### src/rtl/lhc_pkg.sv
package lhc_pkg;

    typedef enum logic [1:0] {
        HS_SIMPLE = 2'd0,
        HS_SEMI   = 2'd1,
        HS_FULL   = 2'd2
    } hs_mode_e;

    // input-side state: latch control and acknowledge to predecessor
    typedef struct packed {
        logic lt;
        logic ai;
    } in_st_t;

    // output-side state: request to successor and an item owed to it
    typedef struct packed {
        logic ro;
        logic pend;
    } out_st_t;

endpackage

### src/rtl/lhc_out_side.sv
module lhc_out_side
    import lhc_pkg::*;
#(
    parameter bit ODD = 1'b0
) (
    input  logic clk,
    input  logic rst,
    input  logic load,
    input  logic ack_out,
    output logic req_out,
    output logic busy,
    output logic deliver
);

    out_st_t st_q, st_d;

    always_comb begin
        st_d = st_q;
        if (load) begin
            st_d.pend = 1'b1;
        end
        if (st_q.pend && !st_q.ro && !ack_out) begin
            st_d.ro   = 1'b1;
            st_d.pend = 1'b0;
        end
        if (st_q.ro && ack_out) begin
            st_d.ro = 1'b0;
        end
    end

    always_ff @(posedge clk) begin
        if (rst) begin
            st_q <= '{ro: 1'b0, pend: ODD};
        end else begin
            st_q <= st_d;
        end
    end

    assign req_out = st_q.ro;
    assign busy    = st_q.ro | st_q.pend;
    assign deliver = st_q.ro & ack_out;

    AST_ROUT_FALL_ACKED: assert property (@(posedge clk) disable iff (rst)
        $fell(st_q.ro) |-> $past(ack_out)) else $error("req_out fell unacknowledged");
    AST_ROUT_RISE_CLEAR: assert property (@(posedge clk) disable iff (rst)
        $rose(st_q.ro) |-> !$past(ack_out)) else $error("req_out rose over high ack");
    AST_LOAD_WHEN_IDLE: assert property (@(posedge clk) disable iff (rst)
        load |-> !busy) else $error("capture while an item is still owed");

endmodule

### src/rtl/lhc_in_side.sv
module lhc_in_side
    import lhc_pkg::*;
#(
    parameter hs_mode_e MODE = HS_SEMI,
    parameter bit       ODD  = 1'b0
) (
    input  logic clk,
    input  logic rst,
    input  logic req_in,
    input  logic ack_out,
    input  logic busy,
    input  logic deliver,
    output logic ack_in,
    output logic latch_opaque,
    output logic cap
);

    in_st_t st_q, st_d;
    logic   ack_ok;
    logic   open_now;
    logic   drop_ack;

    if (MODE == HS_SIMPLE) begin : g_simple
        assign ack_ok   = !ack_out;
        assign open_now = st_q.lt && !busy && !ack_out && (!st_q.ai || !req_in);
        assign drop_ack = open_now;

        AST_SIMPLE_OPEN_LATE: assert property (@(posedge clk) disable iff (rst)
            $fell(st_q.lt) |-> (!$past(ack_out) && !$past(busy))) else $error("simple reopened early");
        AST_SIMPLE_ACK_WITH_OPEN: assert property (@(posedge clk) disable iff (rst)
            $fell(st_q.ai) |-> $fell(st_q.lt)) else $error("simple ack_in fell alone");
    end else begin : g_decoupled
        if (MODE == HS_FULL) begin : g_full
            assign ack_ok = 1'b1;
        end else begin : g_semi
            assign ack_ok = !ack_out;

            AST_SEMI_WAIT_ACK: assert property (@(posedge clk) disable iff (rst)
                $rose(st_q.lt) |-> !$past(ack_out)) else $error("semi captured over high ack");
        end
        assign open_now = deliver;
        assign drop_ack = st_q.ai && !req_in;

        AST_OPEN_ON_ACK: assert property (@(posedge clk) disable iff (rst)
            $fell(st_q.lt) |-> $past(ack_out)) else $error("latch reopened unacknowledged");
        AST_DEC_ACK_RTZ: assert property (@(posedge clk) disable iff (rst)
            (st_q.ai && !req_in) |=> !st_q.ai) else $error("ack_in late to return");
    end

    assign cap = req_in && !st_q.ai && !st_q.lt && !busy && ack_ok;

    always_comb begin
        st_d = st_q;
        if (cap) begin
            st_d.lt = 1'b1;
            st_d.ai = 1'b1;
        end
        if (open_now) begin
            st_d.lt = 1'b0;
        end
        if (drop_ack) begin
            st_d.ai = 1'b0;
        end
    end

    always_ff @(posedge clk) begin
        if (rst) begin
            st_q <= '{lt: ODD, ai: 1'b0};
        end else begin
            st_q <= st_d;
        end
    end

    assign ack_in       = st_q.ai;
    assign latch_opaque = st_q.lt;

    AST_CLOSE_NEEDS_REQ: assert property (@(posedge clk) disable iff (rst)
        $rose(st_q.lt) |-> $past(req_in)) else $error("latch closed without request");
    AST_ACKIN_WITH_CLOSE: assert property (@(posedge clk) disable iff (rst)
        $rose(st_q.ai) |-> $rose(st_q.lt)) else $error("ack_in rose without capture");
    AST_ACKIN_RTZ_ORDER: assert property (@(posedge clk) disable iff (rst)
        $fell(st_q.ai) |-> !$past(req_in)) else $error("ack_in fell over high request");

endmodule

### src/rtl/lhc_data_latch.sv
module lhc_data_latch #(
    parameter int            DW   = 8,
    parameter logic [DW-1:0] INIT = '0
) (
    input  logic          clk,
    input  logic          rst,
    input  logic          cap,
    input  logic [DW-1:0] data_in,
    output logic [DW-1:0] data_out
);

    logic [DW-1:0] data_d, data_q;

    always_comb begin
        data_d = data_q;
        if (cap) begin
            data_d = data_in;
        end
    end

    always_ff @(posedge clk) begin
        if (rst) begin
            data_q <= INIT;
        end else begin
            data_q <= data_d;
        end
    end

    assign data_out = data_q;

endmodule

### src/rtl/latch_hs_ctrl.sv
module latch_hs_ctrl #(
    parameter lhc_pkg::hs_mode_e MODE = lhc_pkg::HS_SEMI,
    parameter bit                ODD  = 1'b0,
    parameter int                DW   = 8,
    parameter logic [DW-1:0]     INIT = '0
) (
    input  logic          clk,
    input  logic          rst,
    input  logic          req_in,
    output logic          ack_in,
    input  logic [DW-1:0] data_in,
    output logic          req_out,
    input  logic          ack_out,
    output logic [DW-1:0] data_out,
    output logic          latch_opaque
);

    logic cap;
    logic busy;
    logic deliver;

    lhc_in_side #(
        .MODE (MODE),
        .ODD  (ODD)
    ) in_side_i (
        .clk          (clk),
        .rst          (rst),
        .req_in       (req_in),
        .ack_out      (ack_out),
        .busy         (busy),
        .deliver      (deliver),
        .ack_in       (ack_in),
        .latch_opaque (latch_opaque),
        .cap          (cap)
    );

    lhc_out_side #(
        .ODD (ODD)
    ) out_side_i (
        .clk     (clk),
        .rst     (rst),
        .load    (cap),
        .ack_out (ack_out),
        .req_out (req_out),
        .busy    (busy),
        .deliver (deliver)
    );

    lhc_data_latch #(
        .DW   (DW),
        .INIT (INIT)
    ) data_i (
        .clk      (clk),
        .rst      (rst),
        .cap      (cap),
        .data_in  (data_in),
        .data_out (data_out)
    );

    AST_DATA_HELD: assert property (@(posedge clk) disable iff (rst)
        (req_out && $past(req_out)) |-> $stable(data_out)) else $error("item changed while offered");
    AST_OPAQUE_WHILE_OFFER: assert property (@(posedge clk) disable iff (rst)
        req_out |-> latch_opaque) else $error("latch open while offering");

endmodule

### config.mk
export PLATFORM = sky130hd
export DESIGN_NAME = latch_hs_ctrl
export DESIGN_NICKNAME = d
export VERILOG_FILES = /design/src/rtl/lhc_pkg.sv /design/src/rtl/lhc_out_side.sv /design/src/rtl/lhc_in_side.sv /design/src/rtl/lhc_data_latch.sv /design/src/rtl/latch_hs_ctrl.sv
export SDC_FILE = /design/constraint.sdc
export NUM_CORES = 1
export LEC_CHECK = 0
export ABC_CLOCK_PERIOD_IN_PS = 1300
export BUFFER_PORTS_ARGS = -buffer_cell sky130_fd_sc_hd__buf_2
export CAP_MARGIN = 30
export CORE_AREA = 4 4 41 43
export CTS_CLUSTER_SIZE = 20
export DETAILED_ROUTE_END_ITERATION = 8
export DIE_AREA = 0 0 45 47
export PLACE_DENSITY = 0.77
export SLEW_MARGIN = 40
export SYNTH_ARGS = -nofsm -noshare
export SYNTH_HDL_FRONTEND = slang
export SYNTH_SLANG_ARGS = --single-unit
### constraint.sdc
create_clock -name clk -period 1.3 [get_ports clk]
set_input_delay 0.195 -clock clk [delete_from_list [all_inputs] [get_ports clk]]
set_output_delay 0.195 -clock clk [all_outputs]
set_load 0.05 [all_outputs]
==> results.sh <==
export IMPL_synth_sequential_area_ratio_pct=47.6
export IMPL_detailroute_via_count=407
export IMPL_fmax_mhz=885
export IMPL_detail_route_wirelength_met1_um=411
export IMPL_post_route_period_util_pct=86.9
export IMPL_fp_row_count=13
export IMPL_routed_wl_met2_um=403
export IMPL_power_ir_vdd_worst_mv=0.691
export IMPL_netlist_area_sq_um=504
export IMPL_synth_cell_types=14
export IMPL_cp_end_kind="flop"
export IMPL_yosys_area_top_type="dfxtp_1"
export IMPL_port_buffers=22
export IMPL_cts_max_level=1
export IMPL_synth_top_flop_cell="dfxtp_1"
export IMPL_worstPathMaxFanout=9
export IMPL_first_global_vias=353
export IMPL_critical_path_startpoint_type="flop"
export IMPL_power_density_nw_per_um2=1310
export IMPL_drcViolationCount=0
export IMPL_post_cts_setup_buffer_count=0
export IMPL_fp_coreArea_sq_um=1300
export IMPL_grt_ovfl_total=0
export IMPL_max_slew_headroom_pct=83.0
export IMPL_fin_area_sq_um=662
export IMPL_crit_buf_inv=1
export IMPL_largest_net_degree_at_the_start_of_global_routing=21
export IMPL_clock_root_buffer="clkbuf_4"
export IMPL_area_growth_pct=31.3
export IMPL_fillCellCount=133
export IMPL_placement_cell_area_sq_um=626
export IMPL_initial_antenna_violation_count=0
export IMPL_floorplan_initialDensity_pct=38.8
export IMPL_slew_viol_final=0
export IMPL_worstReg2RegEnd="data_i.data_out[0]"
export IMPL_clock_tree_from_tritoncts="built"
export IMPL_number_of_hold_buffers_added_after_cts=0
export IMPL_dr_max_layer_used="met4"
export IMPL_postSynthRegisterBits=12
export IMPL_die_x_um=45
export IMPL_min_delay_path_depth=2
export IMPL_cts_sinks=12
export IMPL_setup_tns_final_ns=0
export IMPL_syn_num_nets=62
export IMPL_static_leakage_nw=0.302
export IMPL_measured_slew_at_the_worst_slew_check_pin_ns=0.257
export IMPL_synth_area_per_cell_sq_um=10.1
export IMPL_outcome="completed"
export IMPL_timing_critical_path_arrival_ns=1.33
export IMPL_met3WireLength_um=85
export IMPL_cts_root_to_sink_buffers=2
export IMPL_global_route_wire_length_before_repair_mm=1.52
export IMPL_nNetsFinal=87
export IMPL_min_delay_src="ack_out"
export IMPL_drt_pass1_iter_count=2
export IMPL_worst_endpoint_required_ns=1.50
export IMPL_finalHoldViolations=0
export IMPL_cpMaxStageDelayCell="dfxtp_2"
export IMPL_height_of_the_die_um=47
export IMPL_fin_skew_ns=0.00480
export IMPL_clk_pin_slew_worst_paths_ns=0.08
export IMPL_finalCriticalPeriod_ns=1.13
export IMPL_synth_top_cells_by_count="16 x nand2b_1, 12 x dfxtp_1, 8 x mux2i_1"
export IMPL_synth_edff_count=0
export IMPL_hp_class="input pin to flop"
export IMPL_boundaryPins=23
export IMPL_cp_cell_sequence="nor2_2 -> and4b_1 -> buf_4 -> mux2i_1"
export IMPL_number_of_drc_markers_in_iteration_0=2
export IMPL_antenna_diode_count=0
export IMPL_rsz0062_at_grt="no"
export IMPL_drt_antenna_violating_nets=0
export IMPL_ys_async_sr_fraction_pct=0
export IMPL_worst_skew_pair_late_latency_ns=0.27
export IMPL_grt_total_usage_pct=10.2
export IMPL_die_area_sq_um=2120
export IMPL_most_frequent_cell_after_synthesis="nand2b_1"
export IMPL_netlist_area_leader_share_pct=47.6
export IMPL_cts_inserted_buffers=3
export IMPL_wirelength_um=916
export IMPL_worst_r2r_path_depth=4
export IMPL_synth_area_top_cells="dfxtp_1 48%, nand2b_1 20%, mux2i_1 16%, a21oi_1 3.0%, buf_6 2.2%"
export IMPL_post_route_cells_drive_above_1_share_pct=41.9
export IMPL_min_delay_worst_endpoint="out_side_i.req_out"
export IMPL_setup_worst_path_class="flop to flop"
export IMPL_hpwl_dp_um=699
export IMPL_post_drt_wl_per_cell_um=10.3
export IMPL_synth_cells=50
export IMPL_setup_violations_final=0
export IMPL_gpl_final_weighted_congestion=0.606
export IMPL_cts_resized=0
export IMPL_max_stage_delay_ns=0.34
export IMPL_ys_warn_count=0
export IMPL_r2r_setup_slack_ns=0.17
export IMPL_drt_vias_per_instance=4.57
export IMPL_path_delay_family="flip-flops"
export IMPL_worstReg2RegStart="out_side_i.req_out"
export IMPL_timing_max_cap_violations=0
-- cell type report --
cell class	instances	area, sq um	share of cell area [%]
sequential	12	244	36.9
clock buffer	4	36.3	5.48
tap	15	18.8	2.84
multi-input combinational	35	245	37.1
timing repair buffer	23	118	17.8
-- kinds of logic after synthesis --
group           after synthesis  share of synthesized area (%)
compound gates                5                           5.46
buf+inv                       3                           3.72
flops                        12                           47.6
mux                           8                           15.9
simple gates                 22                           27.3
-- stage by stage --
step                      power (mW)  hold slack (ns)  std cells  setup slack (ns)  util [%]
final                          0.866            0.124         89             0.171      50.9
after CTS                      0.878            0.121         89             0.147      50.9
after global routing           0.909            0.127         89            0.0496      50.9
after global placement         0.583            0.405         85             0.207      48.1
after floorplan                0.542            0.267         50             0.104         -
after detailed placement       0.586            0.417         85             0.184      48.1
-- worst max path at each step --
stage                                  start                      to  slack, ns  cells past startpoint
after detailed placement  out_side_i.req_out      data_i.data_out[4]       0.18                      4
after global routing        in_side_i.ack_in      data_i.data_out[4]       0.05                      4
after floorplan           out_side_i.req_out  in_side_i.latch_opaque       0.10                      4
after global placement    out_side_i.req_out      data_i.data_out[0]       0.21                      4
after CTS                 out_side_i.req_out      data_i.data_out[0]       0.15                      4
final                     out_side_i.req_out      data_i.data_out[0]       0.17                      4
-- state kept, by name (all words and copies together) (netlist names) --
signal / cells
in_side_i.latch_opaque: 1
in_side_i.ack_in: 1
out_side_i.st_q: 1
data_i.data_out: 8
out_side_i.req_out: 1
-- cell usage in the layout (no fill, tap or decap), drive strengths merged --
cell type and instances:
nand4b 1, nor3 1, mux2i 8, clkbuf 4, o21a 1, nand2 1, nor2 2, buf 23
and4b 1, nand2b 16, a21oi 3, dfxtp 12, o21ai 1
-- routing by layer --
metal  up-vias  track usage, %
met5         -               0
met4         0            7.02
met3         2            4.21
met2        14            13.0
met1       178            13.7
li1        213               -
-- where the power goes --
part | internal (mW) | switching [mW] | total, mW
Clock | 0.170 | 0.121 | 0.291
Combinational | 0.0593 | 0.113 | 0.173
Sequential | 0.391 | 0.0118 | 0.402
Power figures use the tool's default switching activity.
